## src/rtl/sram_ctrl_pkg.sv

```systemverilog
package sram_ctrl_pkg;

  typedef enum logic [1:0] {
    ST_IDLE  = 2'd0,
    ST_WRITE = 2'd1,
    ST_WREL  = 2'd2,
    ST_READ  = 2'd3
  } ctrl_state_e;

  function automatic int ceil_div(input int num, input int den);
    return (num + den - 1) / den;
  endfunction

  function automatic int max2(input int a, input int b);
    return (a > b) ? a : b;
  endfunction

endpackage

```

## src/rtl/sram_cycle_timer.sv

```systemverilog
module sram_cycle_timer #(
  parameter int CNT_W = 3
) (
  input  logic             clk,
  input  logic             rst_n,
  input  logic             load,
  input  logic [CNT_W-1:0] load_val,
  output logic             zero
);

  logic [CNT_W-1:0] cnt_q;
  logic [CNT_W-1:0] cnt_d;
  logic             cnt_en;

  // The register is enabled only when it would actually change.
  assign cnt_en = load || (cnt_q != '0);

  always_comb begin
    if (load) begin
      cnt_d = load_val;
    end else begin
      cnt_d = cnt_q - 1'b1;
    end
  end

  always_ff @(posedge clk or negedge rst_n) begin
    if (!rst_n) begin
      cnt_q <= '0;
    end else if (cnt_en) begin
      cnt_q <= cnt_d;
    end
  end

  assign zero = (cnt_q == '0);

  // once expired, the timer stays expired until it is loaded again.
  p_hold_zero_r7: assert property (@(posedge clk) disable iff (!rst_n)
    (zero && !load) |=> zero);

endmodule

```

## src/rtl/sram_rd_capture.sv

```systemverilog
module sram_rd_capture (
  input  logic clk,
  input  logic rst_n,
  input  logic capture_en,
  input  logic mem_rbit,
  output logic rd_valid,
  output logic rd_data
);

  logic data_q;
  logic valid_q;

  always_ff @(posedge clk or negedge rst_n) begin
    if (!rst_n) begin
      data_q <= 1'b0;
    end else if (capture_en) begin
      data_q <= mem_rbit;
    end
  end

  always_ff @(posedge clk or negedge rst_n) begin
    if (!rst_n) begin
      valid_q <= 1'b0;
    end else begin
      valid_q <= capture_en;
    end
  end

  assign rd_valid = valid_q;
  assign rd_data  = data_q;

  // the result strobe lasts a single cycle.
  p_valid_single_r5: assert property (@(posedge clk) disable iff (!rst_n)
    rd_valid |=> !rd_valid);

endmodule

```

## src/rtl/sram_ctrl_fsm.sv

```systemverilog
module sram_ctrl_fsm
  import sram_ctrl_pkg::*;
#(
  parameter int ADDR_W = 20,
  parameter int WR_CYC = 2,
  parameter int RD_CYC = 3,
  parameter int RC_CYC = 2,
  parameter int CNT_W  = 2
) (
  input  logic              clk,
  input  logic              rst_n,
  input  logic              init_done,
  input  logic              req_valid,
  input  logic              req_write,
  input  logic [ADDR_W-1:0] req_addr,
  input  logic              req_wdata,
  output logic              req_ready,
  input  logic              phase_zero,
  input  logic              gap_zero,
  output logic              phase_load,
  output logic [CNT_W-1:0]  phase_val,
  output logic              gap_load,
  output logic [CNT_W-1:0]  gap_val,
  output logic              capture_en,
  output logic              mem_sel_n,
  output logic              mem_wr_n,
  output logic [ADDR_W-1:0] mem_addr,
  output logic              mem_wbit
);

  localparam logic [CNT_W-1:0] WR_LOAD = CNT_W'(WR_CYC - 1);
  localparam logic [CNT_W-1:0] RD_LOAD = CNT_W'(RD_CYC - 1);
  localparam logic [CNT_W-1:0] RC_LOAD = CNT_W'(RC_CYC - 1);

  ctrl_state_e       state_q;
  ctrl_state_e       state_d;
  logic              sel_n_q;
  logic              sel_n_d;
  logic              wr_n_q;
  logic              wr_n_d;
  logic [ADDR_W-1:0] addr_q;
  logic              wbit_q;
  logic              accept;

  assign req_ready = (state_q == ST_IDLE) && gap_zero && init_done;
  assign accept    = req_valid && req_ready;
  assign gap_load  = accept;
  assign gap_val   = RC_LOAD;

  // Next-state and pin logic.
  always_comb begin
    state_d    = state_q;
    sel_n_d    = sel_n_q;
    wr_n_d     = wr_n_q;
    phase_load = 1'b0;
    phase_val  = WR_LOAD;
    capture_en = 1'b0;
    case (state_q)
      ST_IDLE: begin
        if (accept) begin
          phase_load = 1'b1;
          sel_n_d    = 1'b0;
          if (req_write) begin
            state_d   = ST_WRITE;
            wr_n_d    = 1'b0;
            phase_val = WR_LOAD;
          end else begin
            state_d   = ST_READ;
            wr_n_d    = 1'b1;
            phase_val = RD_LOAD;
          end
        end
      end
      ST_WRITE: begin
        if (phase_zero) begin
          state_d = ST_WREL;
          wr_n_d  = 1'b1;
        end
      end
      ST_WREL: begin
        state_d = ST_IDLE;
        sel_n_d = 1'b1;
      end
      ST_READ: begin
        if (phase_zero) begin
          state_d    = ST_IDLE;
          sel_n_d    = 1'b1;
          capture_en = 1'b1;
        end
      end
      default: begin
        state_d = ST_IDLE;
        sel_n_d = 1'b1;
        wr_n_d  = 1'b1;
      end
    endcase
  end

  // State and strobe registers.
  always_ff @(posedge clk or negedge rst_n) begin
    if (!rst_n) begin
      state_q <= ST_IDLE;
      sel_n_q <= 1'b1;
      wr_n_q  <= 1'b1;
    end else begin
      state_q <= state_d;
      sel_n_q <= sel_n_d;
      wr_n_q  <= wr_n_d;
    end
  end

  // Address and write data, loaded only on acceptance.
  always_ff @(posedge clk or negedge rst_n) begin
    if (!rst_n) begin
      addr_q <= '0;
      wbit_q <= 1'b0;
    end else if (accept) begin
      addr_q <= req_addr;
      wbit_q <= req_wdata;
    end
  end

  assign mem_sel_n = sel_n_q;
  assign mem_wr_n  = wr_n_q;
  assign mem_addr  = addr_q;
  assign mem_wbit  = wbit_q;

  // Run length of the write strobe, used only by the checks below.
  logic [CNT_W:0] wr_low_run_q;
  always_ff @(posedge clk or negedge rst_n) begin
    if (!rst_n) begin
      wr_low_run_q <= '0;
    end else if (!wr_n_q) begin
      wr_low_run_q <= wr_low_run_q + 1'b1;
    end else begin
      wr_low_run_q <= '0;
    end
  end

  // a write strobe never appears without the select line active.
  p_wr_inside_sel_r2: assert property (@(posedge clk) disable iff (!rst_n)
    !mem_wr_n |-> !mem_sel_n);

  // the write strobe is released while the select line is still active.
  p_wr_ends_first_r3: assert property (@(posedge clk) disable iff (!rst_n)
    $rose(mem_wr_n) |-> !mem_sel_n);

  // the write strobe lasts exactly WR_CYC cycles.
  p_wr_width_r3: assert property (@(posedge clk) disable iff (!rst_n)
    $rose(mem_wr_n) |-> (wr_low_run_q == (CNT_W+1)'(WR_CYC)));

  // address and data are held through the whole select window.
  p_addr_hold_r4: assert property (@(posedge clk) disable iff (!rst_n)
    (!mem_sel_n && !$past(mem_sel_n)) |-> $stable(mem_addr));

  p_wbit_hold_r4: assert property (@(posedge clk) disable iff (!rst_n)
    (!mem_sel_n && !$past(mem_sel_n)) |-> $stable(mem_wbit));

  // no second request is accepted straight after one is taken.
  p_busy_after_accept_r6: assert property (@(posedge clk) disable iff (!rst_n)
    (req_valid && req_ready) |=> !req_ready);

  // the memory is deselected whenever the controller is idle and ready.
  p_idle_deselect_r8: assert property (@(posedge clk) disable iff (!rst_n)
    req_ready |-> (mem_sel_n && mem_wr_n));

endmodule

```

## src/rtl/sram_access_ctrl.sv

```systemverilog
module sram_access_ctrl
  import sram_ctrl_pkg::*;
#(
  parameter int ADDR_W = 20,
  parameter int CLK_NS = 8,
  parameter int T_RC   = 12,
  parameter int T_PWE  = 10,
  parameter int T_SD   = 7,
  parameter int T_AA   = 12
) (
  input  logic              clk,
  input  logic              rst_n,
  input  logic              req_valid,
  output logic              req_ready,
  input  logic              req_write,
  input  logic [ADDR_W-1:0] req_addr,
  input  logic              req_wdata,
  output logic              rd_valid,
  output logic              rd_data,
  output logic              mem_sel_n,
  output logic              mem_wr_n,
  output logic [ADDR_W-1:0] mem_addr,
  output logic              mem_wbit,
  input  logic              mem_rbit
);

  localparam int WR_CYC  = max2(ceil_div(T_PWE, CLK_NS), ceil_div(T_SD, CLK_NS));
  localparam int RD_CYC  = ceil_div(T_AA, CLK_NS) + 1;
  localparam int RC_CYC  = max2(ceil_div(T_RC, CLK_NS), 1);
  localparam int CNT_MAX = max2(max2(WR_CYC, RD_CYC), RC_CYC);
  localparam int CNT_W   = $clog2(CNT_MAX + 1);

  // Reset: asserted asynchronously, released in step with the clock.
  logic [1:0] rst_sync_q;
  logic       rst_int_n;

  always_ff @(posedge clk or negedge rst_n) begin
    if (!rst_n) begin
      rst_sync_q <= '0;
    end else begin
      rst_sync_q <= {rst_sync_q[0], 1'b1};
    end
  end

  assign rst_int_n = rst_sync_q[1];

  // Holds the handshake closed for one cycle after the internal reset ends.
  logic init_q;
  always_ff @(posedge clk or negedge rst_int_n) begin
    if (!rst_int_n) begin
      init_q <= 1'b0;
    end else begin
      init_q <= 1'b1;
    end
  end

  logic             phase_load;
  logic [CNT_W-1:0] phase_val;
  logic             phase_zero;
  logic             gap_load;
  logic [CNT_W-1:0] gap_val;
  logic             gap_zero;
  logic             capture_en;

  sram_ctrl_fsm #(
    .ADDR_W (ADDR_W),
    .WR_CYC (WR_CYC),
    .RD_CYC (RD_CYC),
    .RC_CYC (RC_CYC),
    .CNT_W  (CNT_W)
  ) u_fsm (
    .clk        (clk),
    .rst_n      (rst_int_n),
    .init_done  (init_q),
    .req_valid  (req_valid),
    .req_write  (req_write),
    .req_addr   (req_addr),
    .req_wdata  (req_wdata),
    .req_ready  (req_ready),
    .phase_zero (phase_zero),
    .gap_zero   (gap_zero),
    .phase_load (phase_load),
    .phase_val  (phase_val),
    .gap_load   (gap_load),
    .gap_val    (gap_val),
    .capture_en (capture_en),
    .mem_sel_n  (mem_sel_n),
    .mem_wr_n   (mem_wr_n),
    .mem_addr   (mem_addr),
    .mem_wbit   (mem_wbit)
  );

  // Length of the current access phase.
  sram_cycle_timer #(.CNT_W(CNT_W)) u_phase_timer (
    .clk      (clk),
    .rst_n    (rst_int_n),
    .load     (phase_load),
    .load_val (phase_val),
    .zero     (phase_zero)
  );

  // Minimum spacing between the starts of two accesses.
  sram_cycle_timer #(.CNT_W(CNT_W)) u_gap_timer (
    .clk      (clk),
    .rst_n    (rst_int_n),
    .load     (gap_load),
    .load_val (gap_val),
    .zero     (gap_zero)
  );

  sram_rd_capture u_capture (
    .clk        (clk),
    .rst_n      (rst_int_n),
    .capture_en (capture_en),
    .mem_rbit   (mem_rbit),
    .rd_valid   (rd_valid),
    .rd_data    (rd_data)
  );

  // no request can be taken before the start-up cycle has passed.
  p_closed_at_start_r1: assert property (@(posedge clk) disable iff (!rst_int_n)
    !init_q |-> !req_ready);

  // the spacing timer is running in the cycle after any acceptance.
  p_gap_armed_r7: assert property (@(posedge clk) disable iff (!rst_int_n)
    (req_valid && req_ready && (RC_CYC > 1)) |=> !gap_zero);

endmodule

```

## config.mk

```make
export PLATFORM = sky130hd
export DESIGN_NAME = sram_access_ctrl
export DESIGN_NICKNAME = d
export VERILOG_FILES = /design/src/rtl/sram_ctrl_pkg.sv /design/src/rtl/sram_cycle_timer.sv /design/src/rtl/sram_rd_capture.sv /design/src/rtl/sram_ctrl_fsm.sv /design/src/rtl/sram_access_ctrl.sv
export SDC_FILE = /design/constraint.sdc
export NUM_CORES = 1
export LEC_CHECK = 0
export BUFFER_PORTS_ARGS = -buffer_cell sky130_fd_sc_hd__buf_2
export CORE_MARGIN = 8
export CORE_UTILIZATION = 39
export CTS_CLUSTER_SIZE = 16
export DETAILED_ROUTE_END_ITERATION = 7
export GPL_TIMING_DRIVEN = 0
export HOLD_SLACK_MARGIN = 0.03
export MAX_ROUTING_LAYER = met4
export PLACE_DENSITY = 0.65
export SLEW_MARGIN = 0
export SYNTH_ARGS = -nofsm -noshare
export SYNTH_HDL_FRONTEND = slang
export SYNTH_SLANG_ARGS = --single-unit
```

## constraint.sdc

```tcl
create_clock -name clk -period 1.25 [get_ports clk]
set_input_delay 0.0625 -clock clk [delete_from_list [all_inputs] [get_ports clk]]
set_output_delay 0.0625 -clock clk [all_outputs]
set_load 0.005 [all_outputs]
```

==> results of run 1 <==
-- Yosys cell counts (2+ instances only) --
master	n	area (um2)
mux2_4	18	270.3
buf_12	2	40.04
dfstp_2	2	52.55
a21oi_1	2	10.01
nor2_1	3	11.26
dfrtp_1	32	800.8
inv_1	5	18.77
ha_1	2	25.02
mux2_2	4	45.04
xor2_1	2	17.52
nand2_1	3	11.26
-- registers in the layout, summed over array words and instances, names as in the netlist, 2 cells and up --
signal	count
u_gap_timer.cnt_q	2
u_fsm.mem_addr	20
rst_sync_q	2
u_fsm.state_q	2
u_phase_timer.cnt_q	2
-- final timing paths --
check | startpoint | end | slack, ps | cells after the start
worst max register to register | u_gap_timer.cnt_q[0] | u_fsm.mem_addr[9] | -390 | 7
worst min register to register | rst_sync_q[1] | u_fsm.mem_addr[6] | 310 | 0
worst min-delay path | rst_sync_q[1] | u_fsm.mem_addr[6] | 310 | 0
max in group asynchronous | rst_sync_q[1] | u_gap_timer.cnt_q[0] | 500 | 0
worst max-delay path | u_gap_timer.cnt_q[0] | u_fsm.mem_addr[9] | -390 | 7
min in group clk | rst_sync_q[0] | rst_sync_q[1] | 360 | 0
-- power groups by stage --
stage | combinational, mW | clock [mW] | sequential, mW
2_1_floorplan | 1.11 | 0 | 1.92
3_3_place_gp | 1.72 | 0 | 1.88
3_5_place_dp | 1.77 | 0 | 1.91
4_1_cts | 2.15 | 0.580 | 1.90
5_1_grt | 2.39 | 0.633 | 1.98
6_report | 2.20 | 0.551 | 1.90
-- repair_timing --
item | 4_1_cts | 5_1_grt
gates resized for setup | 13 | 7
setup buffers | 10 | 2
endpoints found under the setup margin | 59 | 31
hold buffers | 25 | 1
pin swaps | 4 | 4
cloned | 2 | 0
endpoints found under the hold margin | 26 | 2
-- worst register-to-register path, stage by stage (launching register included) --
cell      delay (ps)
dfrtp_1          400
inv_2             70
ha_4             130
and4bb_4         230
and2_4           170
buf_12           120
buf_12           120
mux2_4           290
-- cell families (layout without fill, tap and decap cells) --
kind of cell,after synthesis,in the layout
fa+ha+maj,2,2
compound gates,6,6
buf+inv,8,105
mux,23,23
flops,34,34
other cells,1,2
simple gates,13,13
xor+xnor,2,2
-- layout make-up --
class                      instances  area [um2]
inverter                           5       18.77
sequential                        34       854.6
fill                             285        1305
timing repair buffer              90       685.7
multi-input combinational         48       565.5
clock buffer                       8       48.80
buffer                             2       40.04
tap                               48       60.06
-- layer usage --
| metal | GRT usage [%] | vias up | wire (um) |
|---|---|---|---|
| met4 | 3.462 | 0 | 33 |
| met2 | 19.62 | 43 | 1631 |
| met3 | 5.425 | 6 | 264 |
| met5 | - | - | 0 |
| met1 | 13.30 | 504 | 1416 |
| li1 | - | 497 | - |
==> run summary, run 1 <==
Status - finished with violations
Worst skew pair latency - 320 ps
Setup TNS - -8718 ps
P_leak - 1.122 nW
Fin. Hold Viols - 0
First-pass GRT wire length - 5.637 mm
Hold_ws - 310.0 ps
Mapped Cells - 89
Worst path max stage delay - 400 ps
Tmin final - 1637 ps
Async S/R FF share, synth - 100.0%
Clock Skews - 8.265 ps
#FFs+latches synth - 34
Root Buffer - clkbuf_4
Main combinational cell family by area after synthesis - multiplexers
Setup Viol. Count Final - 29
Unique masters post-synth - 25
Max FO, Critical Path - 5
Sequential share of power - 40.8%
Placed Cells incl. Taps - 189
Die X - 76.27 um
Register area share after synthesis - 60.25%
Relative slew slack - 55.66%
Post-DP HPWL - 2.105 mm
Vias in the first global route - 1229
Final core utilization - 63.53%
Layout area overhead - 60.51%
Critical Path AT - 1850 ps
Logic gate share of total power - 47.3%
Synth Area in XOR/XNOR - 1.237%
FP Rows - 22
Final #Nets - 214
Main flop type after synthesis - dfrtp_1
Adder-Cell Fraction of Synth Area - 1.767%
Initial DRC count - 17
Worst-path cell chain - inv_2, ha_4, and4bb_4, and2_4, buf_12, buf_12, mux2_4
Net Sw Frac - 30.02%
Buffers on Ports - 51
Core area - 3578 um2
Finished Layout Cells - 235
Delay-heaviest family, CP - flip-flops
Failing checks - setup timing
NetSw - 1.395 mW
Worst slew pin tran - 665.2 ps
Number of synthesis warnings - 0
Router iterations before antenna repair - 4
WL final - 3.346 mm
Final Max Tran Viols - 0
Max-capacitance violation count - 0
RSZ-0062 raised after global routing - true
Post-route antenna net violation count - 0
Global route overflow - 0
Worst EP required - 1460 ps
Mapped Area - 1416 um2
Most used cell, CP - buf_12
Largest net degree at the start of global routing - 33
CP Capture Type - register
Num CTS Buffers - 5
Overall power consumption - 4.647 mW
P per Cell Area - 2044 nW/um2
DIE AREA - 5816 um2
Final setup margin - -386.8 ps
Final Cell Area - 2273 um2
Crit start category - register
Clk buf depth - 2
Max rail drop VDD - 1.009 mV
EDFF count, synth - 0
DRC violations left - 0
Most frequent cells in the layout - buf_2 (51), dfrtp_1 (31), dlygate4sd3_1 (26)
Post-synthesis compound-gate area fraction - 2.827%
P_int - 3.252 mW
Crit path buffers/inverters - 3
Hold WC Path Type - reg -> async
Clock sink count - 34
GRT Overall Usage - 12.18%
I/O pin count - 52
Post-Synth Simple-Gate Area - 5.742%
GP Congestion - 0.7046
Crit-path slowest cell - dfrtp_1
Final Cycle Share - 130.9%
Syn_area_per_cell - 15.91 um2
Share of cells above drive strength 1 - 58.82%
Initial antenna violation count - 0
Placed inst area - 1760 um2
WL per Instance - 14.24 um
Htree depth - 2
Die Span Y - 76.27 um
Via count - 1050
Initial Util - 39.58%
TritonCTS clock tree - done
Max frequency - 0.6109 GHz
Commonest non-fill, non-tap cell in the layout - buf_2
Critical path class - reg -> reg
Ant diodes - 0
Via density - 4.468
Post-synthesis mux area share - 22.97%
Clk pwr share - 11.9%
Place WS - -453.3 ps
Clock transition at path regs - 100 ps
Power figures use the tool's default switching activity.
==> run 2: changes to the inputs <==
--- a/config.mk
+++ b/config.mk
@@ -14,6 +14,7 @@
 export HOLD_SLACK_MARGIN = 0.03
 export MAX_ROUTING_LAYER = met4
 export PLACE_DENSITY = 0.65
+export REMOVE_ABC_BUFFERS = 1
 export SLEW_MARGIN = 0
 export SYNTH_ARGS = -nofsm -noshare
 export SYNTH_HDL_FRONTEND = slang
==> run 2 against run 1 <==
Against the previous run: the run still ends with setup timing left; register-to-register slack improved by 70 ps; sequential share of layout area increased by 2.2 points; via count is 1.7% lower; critical path depth fell by 2; sequential power barely moved; fmax rose by 4.6%; global-route usage increased by 0.49 points; setup slack better by 72 ps; final cell count fell by 1.3%; design area down 5.4%; highest routed layer unchanged.
==> run summary, run 2 (synthesized netlist as in run 1, its figures left out) <==
Clock sink count - 34 (unchanged)
R2R setup slack - -320 ps (+70 ps)
Via density - 4.448 (-0.44%)
Hold path depth - 3
Clock transition at path regs - 100 ps (about the same)
GP Congestion - 0.7212 (+2.4%)
Worst EP required - 1460 ps (about the same)
Share of cells above drive strength 1 - 58.15% (-0.67 points)
Final Cycle Share - 125.2% (-5.7 points)
Critical path class - reg -> reg
Ant diodes - 0 (unchanged)
DRC violations left - 0 (unchanged)
Worst skew pair latency - 320 ps (about the same)
First-pass GRT wire length - 5.775 mm (+2.4%)
Die X - 76.27 um (unchanged)
Largest net degree at the start of global routing - 33 (unchanged)
RSZ-0062 raised after global routing - true
Fin. Hold Viols - 0 (unchanged)
Final core utilization - 60.07% (-3.5 points)
Clk pwr share - 13.6% (+1.7 points)
Max rail drop VDD - 1.186 mV (+18%)
Die Span Y - 76.27 um (unchanged)
Tmin final - 1565 ps (-71.57 ps)
Core area - 3578 um2 (unchanged)
Logic gate share of total power - 44.6% (-2.7 points)
P per Cell Area - 2137 nW/um2 (+4.5%)
Buffers on Ports - 51 (unchanged)
Post-DP HPWL - 1.963 mm (-6.8%)
Root Buffer - clkbuf_4
Final #Nets - 211 (-1.4%)
GRT Overall Usage - 12.67% (+0.49 points)
Setup Viol. Count Final - 28 (-3.4%)
Htree depth - 2 (unchanged)
Worst slew pin tran - 697.5 ps (+32.30 ps)
Hold Path Sink - u_fsm.mem_wr_n
I/O pin count - 52 (unchanged)
Router iterations before antenna repair - 3 (-1)
DIE AREA - 5816 um2 (unchanged)
Hold WC Path Type - in -> reg
P_int - 3.186 mW (-2.0%)
Final Max Tran Viols - 0 (unchanged)
Placed Cells incl. Taps - 186 (-1.6%)
Critical R2R Capture - u_fsm.mem_addr[13]
R2R depth - 5 (-2)
Failing checks - setup timing
Global route overflow - 0 (unchanged)
WL per Instance - 15.14 um (+6.3%)
Initial antenna violation count - 0 (unchanged)
CP Capture Type - register
Post-route antenna net violation count - 0 (unchanged)
Commonest non-fill, non-tap cell in the layout - buf_2
Vias in the first global route - 1190 (-3.2%)
Max-capacitance violation count - 0 (unchanged)
Worst path max stage delay - 410 ps (about the same)
Crit-path slowest cell - dfrtp_1
Critical Path AT - 1770 ps (-80 ps)
Max FFs per register - 20 (unchanged)
Reg2reg start - u_gap_timer.cnt_q[1]
Max frequency - 0.6389 GHz (+4.6%)
Clk buf depth - 2 (unchanged)
Worst-path cell chain - inv_2, ha_4, and4bb_4, and2_4, mux2_4
Crit start category - register
FP Rows - 22 (unchanged)
Net Sw Frac - 30.63% (+0.61 points)
Place WS - -635.8 ps (-182.5 ps)
Initial DRC count - 12 (-5)
Most frequent cells in the layout - buf_2 (51), dfrtp_1 (31), dlygate4sd3_1 (25)
Clock Skews - 9.393 ps (+1.128 ps)
TritonCTS clock tree - done
Layout area overhead - 51.77%
NetSw - 1.407 mW (+0.84%)
Max FO, Critical Path - 6 (+1)
WL final - 3.513 mm (+5.0%)
Worst hold path startpoint - req_valid
Status - finished with violations
Finished Layout Cells - 232 (-1.3%)
Sequential share of power - 41.7% (+0.9 points)
Num CTS Buffers - 5 (unchanged)
Initial Util - 39.58% (unchanged)
Via count - 1032 (-1.7%)
Relative slew slack - 53.50% (-2.2 points)
P_leak - 1.082 nW (-3.5%)
Final setup margin - -315.2 ps (+71.57 ps)
==> run 2: cell type report <==
cell class | instances | area, um2
clock inverter | 1 | 5.005
tap | 48 | 60.06
sequential | 34 | 854.6
clock buffer | 7 | 55.05
timing repair buffer | 86 | 580.6
fill | 284 | 1429
inverter | 5 | 18.77
multi-input combinational | 51 | 575.6
==> run 2: power by group through the flow <==
stage	Sequential [mW]	Clock (mW)	Combinational, mW
after detailed placement	1.90	0	1.62
after floorplan	1.92	0	0.964
after global routing	1.97	0.697	2.25
final	1.92	0.625	2.05
after CTS	1.90	0.650	2.00
after global placement	1.89	0	1.56
==> run 2: per-layer routing <==
layer | wire length (um) | GRT usage (%) | share of wire (%)
met1 | 1559 | 14.62 | 44
met2 | 1730 | 19.79 | 49
met3 | 214 | 5.307 | 6.1
met4 | 8 | 3.462 | 0.23
met5 | 0 | - | 0
==> run 2: metrics by stage <==
step                      instance area (um2)  power, mW  TNS [ps]  hold slack, ps
after floorplan                          1369      2.880     -9947          -233.1
after global placement                   1684      3.445    -15400          -152.5
after detailed placement                 1684      3.511    -18670          -150.5
after CTS                                2125      4.551     -7291           38.67
after global routing                     2150      4.920     -8815           69.75
final                                    2150      4.593     -7346           69.29
==> run 2: worst max path at each step <==
| stage | start | end |
|---|---|---|
| global route | u_gap_timer.cnt_q[1] | u_fsm.mem_addr[10] |
| CTS | u_gap_timer.cnt_q[1] | u_fsm.mem_wbit |
| floorplan | u_gap_timer.cnt_q[0] | u_fsm.mem_addr[10] |
| detailed placement | u_gap_timer.cnt_q[0] | u_fsm.mem_addr[11] |
| finish | u_gap_timer.cnt_q[1] | u_fsm.mem_addr[13] |
| global placement | u_gap_timer.cnt_q[0] | u_fsm.mem_addr[11] |
==> run 2: worst max-delay path: cells and delay by family, from the launching register on <==
kind	cells	cell delay (ps)
and+or+nand+nor	2	510
DFF	1	410
muxes	1	320
adders and majority gates	1	130
buffers and inverters	1	80
==> run 2: timing repair <==
item / 4_1_cts / 5_1_grt
cloned: 3 / 0
resized for setup: 15 / 4
endpoints found under the hold margin: 27 / 0
hold buffers: 25 / 0
pin swaps: 4 / 0
setup buffers: 8 / 2
setup endpoints to repair: 61 / 31
